## src/rtl/bsr_pkg.sv

```systemverilog
`timescale 1ns/1ps
package bsr_pkg;

    // Operation applied to the capture/shift stage on a rising edge.
    typedef enum logic [1:0] {
        OP_HOLD    = 2'd0,
        OP_CAPTURE = 2'd1,
        OP_SHIFT   = 2'd2
    } bsr_op_e;

    // Source of the pad drive.
    typedef enum logic {
        PATH_SYSTEM = 1'b0,
        PATH_TEST   = 1'b1
    } bsr_path_e;

    // Capture wins over shift; neither strobe means hold.
    function automatic bsr_op_e pick_op(input logic cap, input logic sh);
        if (cap)     return OP_CAPTURE;
        else if (sh) return OP_SHIFT;
        else         return OP_HOLD;
    endfunction

    function automatic int data_pos(input int n_in, input int j);
        return n_in + 2 * j;
    endfunction

    function automatic int en_pos(input int n_in, input int j);
        return n_in + 2 * j + 1;
    endfunction

endpackage

```

## src/rtl/bsr_capture_gather.sv

```systemverilog
`timescale 1ns/1ps
module bsr_capture_gather
    import bsr_pkg::*;
#(
    parameter int N_IN  = 4,
    parameter int N_OUT = 3,
    parameter int LEN   = N_IN + 2 * N_OUT
) (
    input  logic [N_IN-1:0]  pin_in,
    input  logic [N_OUT-1:0] sys_out,
    input  logic [N_OUT-1:0] sys_oe,
    output logic [LEN-1:0]   cap_vec
);

    // Input pins occupy the positions nearest tdo.
    for (genvar i = 0; i < N_IN; i++) begin : g_in
        assign cap_vec[i] = pin_in[i];
    end

    // Each output pin owns a data cell followed by an enable cell.
    for (genvar j = 0; j < N_OUT; j++) begin : g_out
        localparam int DP = data_pos(N_IN, j);
        localparam int EP = en_pos(N_IN, j);
        assign cap_vec[DP] = sys_out[j];
        assign cap_vec[EP] = sys_oe[j];
    end

endmodule

```

## src/rtl/bsr_shift_stage.sv

```systemverilog
`timescale 1ns/1ps
module bsr_shift_stage
    import bsr_pkg::*;
#(
    parameter int LEN = 10
) (
    input  logic           tck,
    input  logic           trst_n,
    input  logic           cap_en,
    input  logic           shift_en,
    input  logic           tdi,
    input  logic [LEN-1:0] cap_vec,
    output logic [LEN-1:0] sr_q,
    output logic           tdo
);

    bsr_op_e        op;
    logic [LEN-1:0] sr_d;

    // State register.
    always_ff @(posedge tck or negedge trst_n) begin
        if (!trst_n) sr_q <= '0;
        else         sr_q <= sr_d;
    end

    // Next-state selection by operation.
    always_comb begin
        op   = pick_op(cap_en, shift_en);
        sr_d = sr_q;
        unique case (op)
            OP_CAPTURE: sr_d = cap_vec;
            OP_SHIFT:   sr_d = {tdi, sr_q[LEN-1:1]};
            OP_HOLD:    sr_d = sr_q;
            default:    sr_d = sr_q;
        endcase
    end

    assign tdo = sr_q[0];

    AST_CAPTURE_LOAD: assert property (@(posedge tck) disable iff (!trst_n)
        cap_en |=> (sr_q == $past(cap_vec)));

    AST_SHIFT_STEP: assert property (@(posedge tck) disable iff (!trst_n)
        (shift_en && !cap_en) |=> (sr_q == {$past(tdi), $past(sr_q[LEN-1:1])}));

    AST_IDLE_HOLD: assert property (@(posedge tck) disable iff (!trst_n)
        (!shift_en && !cap_en) |=> $stable(sr_q));

endmodule

```

## src/rtl/bsr_update_stage.sv

```systemverilog
`timescale 1ns/1ps
module bsr_update_stage #(
    parameter int LEN = 10
) (
    input  logic           tck,
    input  logic           trst_n,
    input  logic           upd_en,
    input  logic [LEN-1:0] sr_q,
    output logic [LEN-1:0] upd_q
);

    // Update cells load on the falling edge, half a period after the last shift.
    always_ff @(negedge tck or negedge trst_n) begin
        if (!trst_n)     upd_q <= '0;
        else if (upd_en) upd_q <= sr_q;
    end

    AST_UPD_HOLD: assert property (@(negedge tck) disable iff (!trst_n)
        !upd_en |=> $stable(upd_q));

endmodule

```

## src/rtl/bsr_pad_mux.sv

```systemverilog
`timescale 1ns/1ps
module bsr_pad_mux
    import bsr_pkg::*;
#(
    parameter int N_OUT = 3
) (
    input  logic               drive_sel,
    input  logic               oe_kill,
    input  logic [2*N_OUT-1:0] upd_out,
    input  logic [N_OUT-1:0]   sys_out,
    input  logic [N_OUT-1:0]   sys_oe,
    output logic [N_OUT-1:0]   pad_out,
    output logic [N_OUT-1:0]   pad_oe
);

    bsr_path_e path;
    assign path = drive_sel ? PATH_TEST : PATH_SYSTEM;

    for (genvar j = 0; j < N_OUT; j++) begin : g_pad
        logic dval;
        logic eval;
        always_comb begin
            unique case (path)
                PATH_SYSTEM: begin dval = sys_out[j];     eval = sys_oe[j];       end
                PATH_TEST:   begin dval = upd_out[2*j];   eval = upd_out[2*j+1];  end
                default:     begin dval = sys_out[j];     eval = sys_oe[j];       end
            endcase
        end
        assign pad_out[j] = dval;
        assign pad_oe[j]  = eval & ~oe_kill;
    end

endmodule

```

## src/rtl/bsr_chain.sv

```systemverilog
`timescale 1ns/1ps
module bsr_chain #(
    parameter int N_IN  = 4,
    parameter int N_OUT = 3
) (
    input  logic             tck,
    input  logic             trst_n,
    input  logic             cap_en,
    input  logic             shift_en,
    input  logic             upd_en,
    input  logic             tdi,
    output logic             tdo,
    input  logic             drive_sel,
    input  logic             oe_kill,
    input  logic [N_IN-1:0]  pin_in,
    input  logic [N_OUT-1:0] sys_out,
    input  logic [N_OUT-1:0] sys_oe,
    output logic [N_OUT-1:0] pad_out,
    output logic [N_OUT-1:0] pad_oe
);

    localparam int LEN = N_IN + 2 * N_OUT;

    logic [LEN-1:0] cap_vec;
    logic [LEN-1:0] sr_q;
    logic [LEN-1:0] upd_q;

    bsr_capture_gather #(.N_IN(N_IN), .N_OUT(N_OUT), .LEN(LEN)) u_gather (
        .pin_in  (pin_in),
        .sys_out (sys_out),
        .sys_oe  (sys_oe),
        .cap_vec (cap_vec)
    );

    bsr_shift_stage #(.LEN(LEN)) u_shift (
        .tck      (tck),
        .trst_n   (trst_n),
        .cap_en   (cap_en),
        .shift_en (shift_en),
        .tdi      (tdi),
        .cap_vec  (cap_vec),
        .sr_q     (sr_q),
        .tdo      (tdo)
    );

    bsr_update_stage #(.LEN(LEN)) u_update (
        .tck    (tck),
        .trst_n (trst_n),
        .upd_en (upd_en),
        .sr_q   (sr_q),
        .upd_q  (upd_q)
    );

    bsr_pad_mux #(.N_OUT(N_OUT)) u_mux (
        .drive_sel (drive_sel),
        .oe_kill   (oe_kill),
        .upd_out   (upd_q[LEN-1:N_IN]),
        .sys_out   (sys_out),
        .sys_oe    (sys_oe),
        .pad_out   (pad_out),
        .pad_oe    (pad_oe)
    );

    AST_UPD_LOAD: assert property (@(negedge tck) disable iff (!trst_n)
        upd_en |=> (upd_q == $past(sr_q)));

    AST_OE_KILLED: assert property (@(posedge tck) disable iff (!trst_n)
        oe_kill |-> (pad_oe == '0));

    AST_SYS_PASS: assert property (@(posedge tck) disable iff (!trst_n)
        (!drive_sel && !oe_kill) |-> (pad_out == sys_out && pad_oe == sys_oe));

endmodule

```

## config.mk

```make
export PLATFORM = sky130hd
export DESIGN_NAME = bsr_chain
export DESIGN_NICKNAME = d
export VERILOG_FILES = /design/src/rtl/bsr_pkg.sv /design/src/rtl/bsr_capture_gather.sv /design/src/rtl/bsr_shift_stage.sv /design/src/rtl/bsr_update_stage.sv /design/src/rtl/bsr_pad_mux.sv /design/src/rtl/bsr_chain.sv
export SDC_FILE = /design/constraint.sdc
export NUM_CORES = 1
export LEC_CHECK = 0
export BUFFER_PORTS_ARGS = -buffer_cell sky130_fd_sc_hd__buf_2
export CORE_MARGIN = 4
export CORE_UTILIZATION = 48
export DETAILED_ROUTE_END_ITERATION = 10
export GPL_ROUTABILITY_DRIVEN = 0
export GPL_TIMING_DRIVEN = 0
export PLACE_DENSITY = 0.76
export SKIP_CTS_REPAIR_TIMING = 1
export SLEW_MARGIN = 20
export SYNTH_ARGS = -nofsm -noshare
export SYNTH_HDL_FRONTEND = slang
export SYNTH_SLANG_ARGS = --single-unit
```

## constraint.sdc

```tcl
create_clock -name tck -period 1.1 [get_ports tck]
set_clock_uncertainty 0.15 [all_clocks]
set_input_delay 0.11 -clock tck [delete_from_list [all_inputs] [get_ports tck]]
set_output_delay 0.11 -clock tck [all_outputs]
set_load 0.01 [all_outputs]
```

# Word level (Yosys, flattened, before mapping)
# Index checks and enable logic that the tools add are counted.
[totals] register_bits=20 in_bits=18 output_inout_bits=7 word_cells=20
[op_classes] n_eq_ne=2 mux=10 bitwise=5 n_reduce_logical=1
[op_table] cell="case mux 10 bit (2 select lines)" count=1
[op_table] cell="case mux 1 bit (2 select lines)" count=6
[op_table] cell="2-to-1 mux 2 bit" count=2
[op_table] cell="bitwise AND 1 bit" count=3
[op_table] cell="equality test 2 x 1 -> 1 bit, second input constant" count=1
[op_table] cell="equality test 2 bit, second input constant" count=1
[op_table] cell="inverter 1 bit" count=2
[op_table] cell="nonzero test 2 bit" count=1
[op_table] cell="2-to-1 mux 1 bit" count=1

# Depth between registers and ports, before layout
# Gate-level depths: netlist of the first run.
[depth] depth_word=4 ltp_mapped=3

# By module
# Synthesis of the first run repeated with hierarchy kept, for this count alone.
[hier_totals] cells_unflattened=88 area_unflattened_um2=1077.3
[by_module_without_submodules] module="bsr_shift_stage" instances=1 cells_each=44 area_per_inst_um2=470.5
[by_module_without_submodules] module="bsr_update_stage" instances=1 cells_each=21 area_per_inst_um2=411.6
[by_module_without_submodules] module="bsr_pad_mux" instances=1 cells_each=13 area_per_inst_um2=120.1
[by_module_without_submodules] module="bsr_capture_gather" instances=1 cells_each=10 area_per_inst_um2=75.1

==> results of run 1 <==
-- metal layers --
layer	part of all wire [%]	vias to the layer above
li1	-	315
met1	45	290
met2	47	22
met3	7.4	2
met4	0.89	0
met5	0	-
-- power groups by stage --
stage | Clock (µW) | Combinational, µW | Sequential, µW
after floorplan | 0 | 216 | 705
after global placement | 0 | 291 | 713
after detailed placement | 0 | 300 | 718
after CTS | 327 | 301 | 706
after global routing | 349 | 431 | 712
final | 318 | 393 | 702
-- stage by stage --
step                area [µm²]  std cells  power (µW)
global placement           955        105        1000
finish                    1160        127        1410
global route              1160        127        1490
CTS                        981        109        1330
detailed placement         955        105        1020
floorplan                  835         69         920
-- cell usage after synthesis, drive strengths merged --
| master | instances | area (µm²) |
|---|---|---|
| o21ai | 10 | 53.8 |
| nand2 | 10 | 37.5 |
| dfrtn | 6 | 150 |
| nor2 | 3 | 11.3 |
| buf | 8 | 66.3 |
| mux2 | 9 | 101 |
| mux2i | 13 | 130 |
| dfrtp | 10 | 250 |
-- logic make-up (layout without fill, tap and decap cells) --
family / Yosys count / after routing / synth area share (%)
muxes: 22 / 22 / 28.9
DFF: 16 / 16 / 50.0
and+or+nand+nor: 13 / 13 / 6.09
AOI/OAI and AO/OA: 10 / 10 / 6.72
buffers and inverters: 8 / 50 / 8.28
-- layout make-up --
cell class	instances	area, µm²
sequential	16	400
buffer	5	43.8
timing repair buffer	41	307
tap	16	20.0
clock buffer	4	26.3
fill	109	377
multi-input combinational	45	368
-- sequential cells by signal, indices dropped and copies added (netlist names) --
| register | count |
|---|---|
| u_update.upd_q | 6 |
| u_shift.sr_q | 10 |
-- worst min-delay path by stage --
stage                        end  depth (start not counted)
6_report       u_update.upd_q[7]                          1
5_1_grt        u_update.upd_q[7]                          1
4_1_cts          u_shift.sr_q[2]                          1
3_5_place_dp     u_shift.sr_q[3]                          1
3_3_place_gp     u_shift.sr_q[3]                          1
2_1_floorplan    u_shift.sr_q[0]                          0
==> impl_metrics.tcl, run 1 <==
set metrics [dict create \
    status "finished with violations" \
    violations "negative hold slack, negative setup slack" \
    totalWireLength_um 1690 \
    path_depth 2 \
    areaGrowthSynthToFinish_pct 45.5 \
    synth_area_um2 801 \
    power.density_nw_per_um2 1210 \
    switching_share_pct 25.6 \
    finalSetupViolCount 13 \
    io_buffers 20 \
    drv_slew 0 \
    critPathMaxStageDelay_ns 0.35 \
    final_common_cell "buf_2" \
    fin_tns_setup_ns -6.65 \
    vias 629 \
    combinationalPowerShare_pct 27.8 \
    cellLeakagePower_uw 0.000611 \
    cp_slowest_cell "dfrtn_1" \
    crit_buf_inv 1 \
    post-place-ws_ns -0.530 \
    fin_ws_ns -0.726 \
    drcViolationCount 0 \
    die-area_um2 2390 \
    clkPwrFrac_pct 22.5 \
    rows 14 \
    worst_slew_pin_slew_ns 0.469 \
    grt_overflow 0 \
    grt_use_met1_pct 17.8 \
    hold_viol 12 \
    die_w_um 48.8 \
    use_met2_pct 20.7 \
    reg2regPathDepth 1 \
    met3_usage_pct 3.98 \
    ys_seq_area_share_pct 50.0 \
    ys_seq_elements 16 \
    seq_power_share_pct 49.7 \
    synthCells 69 \
    dr.pass1.iters 4 \
    p_int_uw 1050 \
    rsz0062_at_grt "true" \
    start_kind "register" \
    wl_per_cell_um 13.3 \
    hold_class "input port to async pin" \
    reg2reg_to "u_update.upd_q[9]" \
    drv_cap 0 \
    drive_gt1_share_pct 42.3 \
    syn_nets 87 \
    crit_path_start "u_update.upd_q[8]" \
    arrival_ns 1.57 \
    die_h_um 48.8 \
    cts_buffers 3 \
    path_cells "mux2_4 -> buf_6" \
    ant_nets 0 \
    worst_setup_path_end_kind "output pin" \
    whs_ns -0.0730 \
    cts_tree "done" \
    worstSetupEndpoint "pad_out[2]" \
    clockRootBuffer "clkbuf_4" \
    grt_max_degree 17 \
    critPathKind "register to output pin" \
    vias_per_cell 4.95 \
    first_global_vias 566 \
    cts_max_path_buffers 2 \
    synth_cell_types 11 \
    fin_nets 130 \
    worstSkewPairLatency_ns 0.28 \
    r2r_slack_ns -0.43 \
    critPathMaxFanout 2 \
    path_delay_family "flip-flops" \
    ios 25 \
    antenna_found_initial 0 \
    r2r-start "u_shift.sr_q[9]" \
    ir_drop_v 0.000819 \
    initial_utilization_pct 51.9 \
    layout_common_cells "buf_2, mux2i_1, dlygate4sd3_1" \
    htreeDepth 1 \
    grt_pass1_wl_um 2560 \
    antenna_cells 0 \
    grt_busiest_layer "met2" \
    globalRouteTotalUtil_pct 13.5 \
    cts.reportedPaths.clkPinSlew_ns 0.06 \
    postSynthAreaPerCell_um2 11.6 \
    drt_iter0_drc 8 \
    cp_data_required_time_ns 0.84 \
    core_um2 1540 \
    yosysWarnings 0 \
    p_switching_uw 361 \
    relSlewSlack_pct 68.6 \
    utilization_pct 75.6 \
    cts.sinks 16 \
]
Note: power is estimated with default switching activity, not from simulation.
==> inputs of run 2 (changes only) <==
Settings changed: ABC_AREA set to 1.
==> run 2 against run 1 <==
Effect of this change: routed wire length grew 12%; worst hold slack gained 0.012 ns; largest power group unchanged; count of clock-buffer cells in the layout stayed put; the run still ends with negative hold slack, negative setup slack left; clock power about the same; critical path type unchanged; final cell count is 28% higher; combinational power shrank 15%; worst setup slack got worse by 0.066 ns; global-route usage increased by 2.5 points; core utilization shrank 1.5 points; first-iteration DRC count up 25%; sequential power shrank 2%; design area fell by 2.0%.
==> impl_metrics.tcl, run 2 <==
set metrics [dict create \
    status "finished with violations" \
    violations "negative hold slack, negative setup slack" \
    rsz0062_at_grt "true" \
    syn_nets 120 \
    yosys.area_share.simple_pct 33.4 \
    antenna_found_initial 0 \
    drv_slew 0 \
    globalRouteTotalUtil_pct 16.1 \
    yosysWarnings 0 \
    grt_max_degree 17 \
    cp_slowest_cell "dfrtn_1" \
    finalSetupViolCount 12 \
    antenna_cells 0 \
    cts.reportedPaths.clkPinSlew_ns 0.06 \
    cts.sinks 16 \
    die_w_um 48.7 \
    dr.pass1.iters 4 \
    fin_nets 165 \
    power.density_nw_per_um2 1180 \
    muxShareOfSynthArea_pct 0 \
    critPathMaxStageDelay_ns 0.40 \
    post-place-ws_ns -0.479 \
    ant_nets 0 \
    first_global_vias 694 \
    vias_per_cell 4.85 \
    areaGrowthSynthToFinish_pct 43.6 \
    met3_usage_pct 3.37 \
    synth_cell_types 13 \
    r2r-start "u_shift.sr_q[4]" \
    hold_class "input port to async pin" \
    synth_fa_ha_area_share_pct 0 \
    fin_ws_ns -0.792 \
    grt_use_met1_pct 20.8 \
    totalWireLength_um 1900 \
    critPathKind "register to output pin" \
    top_regs "u_shift.sr_q (10), u_update.upd_q (6)" \
    yosysMostFrequentCell "nand2_1" \
    die-area_um2 2370 \
    critPathMaxFanout 2 \
    ys_seq_area_share_pct 50.4 \
    grt_busiest_layer "met2" \
    reg2regPathDepth 2 \
    synthXorXnorAreaFrac_pct 0 \
    io_buffers 24 \
    layout_common_cells "nand2_1, buf_2, nand3_1" \
    yosys.area.top_type_share_pct 31.5 \
    synth_common_cells "nand2_1, nand3_1, dfrtp_1" \
    regMostFlops "u_shift.sr_q" \
    worst_setup_path_end_kind "output pin" \
    cp_data_required_time_ns 0.84 \
    synth_area_um2 795 \
    rows 14 \
    vias 785 \
    drt_iter0_drc 10 \
    fin_total_pwr_uw 1340 \
    hold_viol 6 \
    postSynthAreaPerCell_um2 7.79 \
    cts_max_path_buffers 2 \
    place_area_um2 942 \
    ys_seq_elements 16 \
    cts_tree "done" \
    synth-main-ff-cell "dfrtp_1" \
    reg2reg_to "u_update.upd_q[4]" \
    initial_utilization_pct 51.5 \
    fin_area_um2 1140 \
    use_met2_pct 25.2 \
    r2r_slack_ns -0.28 \
    synth-compound-area-share_pct 5.67 \
    worstSkewPairLatency_ns 0.28 \
    final_common_cell "nand2_1" \
    synthCells 102 \
    drcViolationCount 0 \
    grt_pass1_wl_um 3010 \
    grt_overflow 0 \
    htreeDepth 1 \
    whs_ns -0.0609 \
    cts_buffers 3 \
    ir_drop_v 0.000717 \
    yosys-top-cells-area "dfrtp_1, dfrtn_1, nand2_1" \
    synthArstFlopShare_pct 100 \
    arrival_ns 1.63 \
    core_um2 1540 \
    hpwl_um 1260 \
    worst_slew_pin_slew_ns 0.491 \
    ios 25 \
    yosys.area.top_type "dfrtp_1" \
    synth_edf_count 0 \
    crit_top_cell "buf_4" \
    synth_top_family_by_area "simple AND/OR/NAND/NOR gates" \
    clockRootBuffer "clkbuf_4" \
    cellLeakagePower_uw 0.000594 \
    die_h_um 48.7 \
    drive_gt1_share_pct 34.2 \
    drv_cap 0 \
    relSlewSlack_pct 67.2 \
    path_cells "inv_2 -> a21oi_1 -> buf_4 -> buf_4" \
    start_kind "register" \
    wl_per_cell_um 11.7 \
    largest_reg_flops 10 \
]
## run 2: changes by cell type after synthesis, sizes merged
| cell | previous run | this run |
|---|---|---|
| nor2 | 3 | 10 |
| buf | 8 | 7 |
| inv | 0 | 8 |
| mux2 | 9 | 0 |
| o21ai | 10 | 6 |
| mux2i | 13 | 0 |
| nand3 | 0 | 20 |
| a21oi | 0 | 3 |
| nand2 | 10 | 32 |
## run 2: cell families after synthesis
kind of cell	after synthesis
simple gates	62
flops	16
compound gates	9
buf+inv	15
## run 2: report_power, final
part           total [µW]  leakage (µW)  internal, µW  switching (µW)
Combinational         334      0.000381           171             163
Sequential            688      0.000197           654            33.9
Clock                 319     0.0000150           141             178
## run 2: through the flow
stage / util (%) / TNS [ns] / cells
3_5_place_dp: 61.1 / -4.48 / 142
5_1_grt: 74.0 / -6.64 / 162
2_1_floorplan: - / -3.38 / 102
6_report: 74.0 / -5.94 / 162
4_1_cts: 62.8 / -6.29 / 146
3_3_place_gp: 61.1 / -4.36 / 142
## run 2: worst max-delay path by stage
stage               cells past startpoint              start         end  slack [ns]
detailed placement                      4  u_update.upd_q[4]  pad_out[0]       -0.48
CTS                                     4  u_update.upd_q[4]  pad_out[0]       -0.80
finish                                  4  u_update.upd_q[6]  pad_out[1]       -0.79
floorplan                               3  u_update.upd_q[4]  pad_out[0]       -0.34
global route                            4  u_update.upd_q[6]  pad_out[1]       -0.83
global placement                        4  u_update.upd_q[4]  pad_out[0]       -0.45
## run 2: worst max-delay path, delay by kind of cell (launching register included)
family	cells	cell delay, ns
AO/OA/AOI/OAI	1	0.13
buffers and inverters	3	0.26
flip-flops	1	0.40
## run 2: routing by layer
metal | wire length (µm) | vias up
met2 | 946 | 12
met4 | 29 | 0
li1 | - | 408
met5 | 0 | -
met1 | 842 | 361
met3 | 78 | 4
## run 2: area by class of cell
type                       instances  area (µm²)
buffer                             5        38.8
clock buffer                       4        26.3
inverter                           8        30.0
sequential                        16         400
tap                               16        20.0
fill                             122         400
timing repair buffer              42         300
multi-input combinational         71         325
==> inputs of run 3 (changes only) <==
Settings changed: BUFFER_PORTS_ARGS -buffer_cell sky130_fd_sc_hd__buf_2 to unset, CORE_UTILIZATION 48 to 58, DONT_BUFFER_PORTS set to 1, PLACE_DENSITY 0.76 to 0.74.
==> run 3 against run 2 <==
Effect of this change: the run ends with negative setup slack left; die area fell by 15%; critical endpoint unchanged; flip-flop and latch count stayed put; critical path depth fell by 1; final cell count is 14% lower; worst setup slack improved by 0.10 ns; sequential power up 0.6%; core utilization rose by 6.4 points; first-iteration DRC count grew to 2.7 times the previous value; count of clock-buffer cells in the layout did not move.
==> impl_metrics.tcl, run 3 (same netlist as run 2, synthesis figures left out) <==
set metrics [dict create \
    rsz0062_at_grt "true" \
    hold_viol 0 \
    cp_data_required_time_ns 0.84 \
    fin_area_um2 1050 \
    antenna_found_initial 0 \
    ant_nets 0 \
    drcViolationCount 0 \
    first_global_vias 656 \
    path_cells "inv_2 -> a21oi_2 -> buf_4" \
    cts_tree "done" \
    ios 25 \
    drt_iter0_drc 27 \
    antenna_cells 0 \
    cellLeakagePower_uw 0.000505 \
    drv_slew 0 \
    nFillCells 94 \
    hold_class "input port to register" \
    place_area_um2 821 \
    cts_buffers 3 \
    status "finished with violations" \
    totalWireLength_um 1930 \
    power.density_nw_per_um2 1250 \
    top_regs "u_shift.sr_q (10), u_update.upd_q (6)" \
    critPathMaxFanout 2 \
    globalRouteTotalUtil_pct 18.5 \
    areaGrowthSynthToFinish_pct 31.7 \
    initial_utilization_pct 61.1 \
    grt_pass1_wl_um 2710 \
    min_from "shift_en" \
    cts.sinks 16 \
    worst_setup_path_end_kind "output pin" \
    reg2regPathDepth 2 \
    fin_ws_ns -0.692 \
    wl_per_cell_um 13.8 \
    worstHoldPathCells 3 \
    die_h_um 45.0 \
    post-place-ws_ns -0.400 \
    die_w_um 45.0 \
    grt_max_degree 17 \
    critPathKind "register to output pin" \
    vias 773 \
    worstSkewPairLatency_ns 0.29 \
    clockRootBuffer "clkbuf_4" \
    regMostFlops "u_shift.sr_q" \
    min_to "u_shift.sr_q[0]" \
    vias_per_cell 5.52 \
    layout_common_cells "nand2_1, nand3_1, dlygate4sd3_1" \
    hpwl_um 1230 \
    die-area_um2 2030 \
    largest_reg_flops 10 \
    dr.pass1.iters 4 \
    relSlewSlack_pct 52.1 \
    final_common_cell "nand2_1" \
    ir_drop_v 0.00109 \
    worst_slew_pin_slew_ns 0.716 \
    cp_slowest_cell "dfrtn_1" \
    finalSetupViolCount 19 \
    rows 13 \
    cts_max_path_buffers 2 \
    start_kind "register" \
    r2r_slack_ns -0.32 \
    cts.reportedPaths.clkPinSlew_ns 0.09 \
    io_buffers 0 \
    reg2reg_to "u_update.upd_q[4]" \
    grt_overflow 0 \
    drive_gt1_share_pct 24.0 \
    r2r-start "u_shift.sr_q[4]" \
    violations "negative setup slack" \
    critPathMaxStageDelay_ns 0.41 \
    htreeDepth 1 \
    fin_nets 144 \
    core_um2 1300 \
    arrival_ns 1.53 \
    drv_cap 0 \
]
==> run 3: per-stage QoR <==
stage / power (µW) / instances / hold WS (ns) / setup TNS (ns) / utilization [%]
after floorplan: 848 / 102 / -0.336 / -3.38 / -
after global placement: 877 / 117 / -0.335 / -3.74 / 63.1
after detailed placement: 886 / 117 / -0.335 / -3.93 / 63.1
after CTS: 1200 / 121 / -0.647 / -5.89 / 65.1
after global routing: 1380 / 140 / 0.0105 / -8.56 / 80.4
final: 1300 / 140 / 0.00790 / -7.44 / 80.4
==> run 3: worst max path at each step <==
| stage | from | endpoint | cells past startpoint |
|---|---|---|---|
| global route | u_update.upd_q[4] | pad_out[0] | 3 |
| CTS | u_update.upd_q[4] | pad_out[0] | 3 |
| floorplan | u_update.upd_q[4] | pad_out[0] | 3 |
| detailed placement | u_update.upd_q[4] | pad_out[0] | 3 |
| finish | u_update.upd_q[6] | pad_out[1] | 3 |
| global placement | u_update.upd_q[4] | pad_out[0] | 3 |
==> run 3: power breakdown <==
part | internal, µW | switching (µW) | total [µW]
registers | 654 | 37.3 | 692
logic | 138 | 154 | 292
clock network | 141 | 181 | 322
==> run 3: routing by layer <==
| metal | routed length (µm) | track usage, % | vias to the layer above |
|---|---|---|---|
| met5 | 0 | 0 | - |
| met2 | 928 | 28.2 | 32 |
| met3 | 120 | 5.98 | 8 |
| li1 | - | - | 370 |
| met4 | 68 | 9.36 | 0 |
| met1 | 808 | 23.2 | 363 |
==> run 3: cell type report <==
| type | instances | area [µm²] | share of cell area, % |
|---|---|---|---|
| clock buffers | 4 | 26.3 | 2.51 |
| inverters | 8 | 30.0 | 2.87 |
| repair buffers | 19 | 178 | 17.0 |
| multi-input cells | 71 | 339 | 32.4 |
| well taps | 15 | 18.8 | 1.79 |
| flip-flops and latches | 16 | 400 | 38.3 |
| plain buffers | 7 | 53.8 | 5.14 |
==> run 3: worst max-delay path, delay by kind of cell (launching register included) <==
| kind | cells | cell delay, ns |
|---|---|---|
| compound gates | 1 | 0.11 |
| buf+inv | 2 | 0.17 |
| flops | 1 | 0.41 |
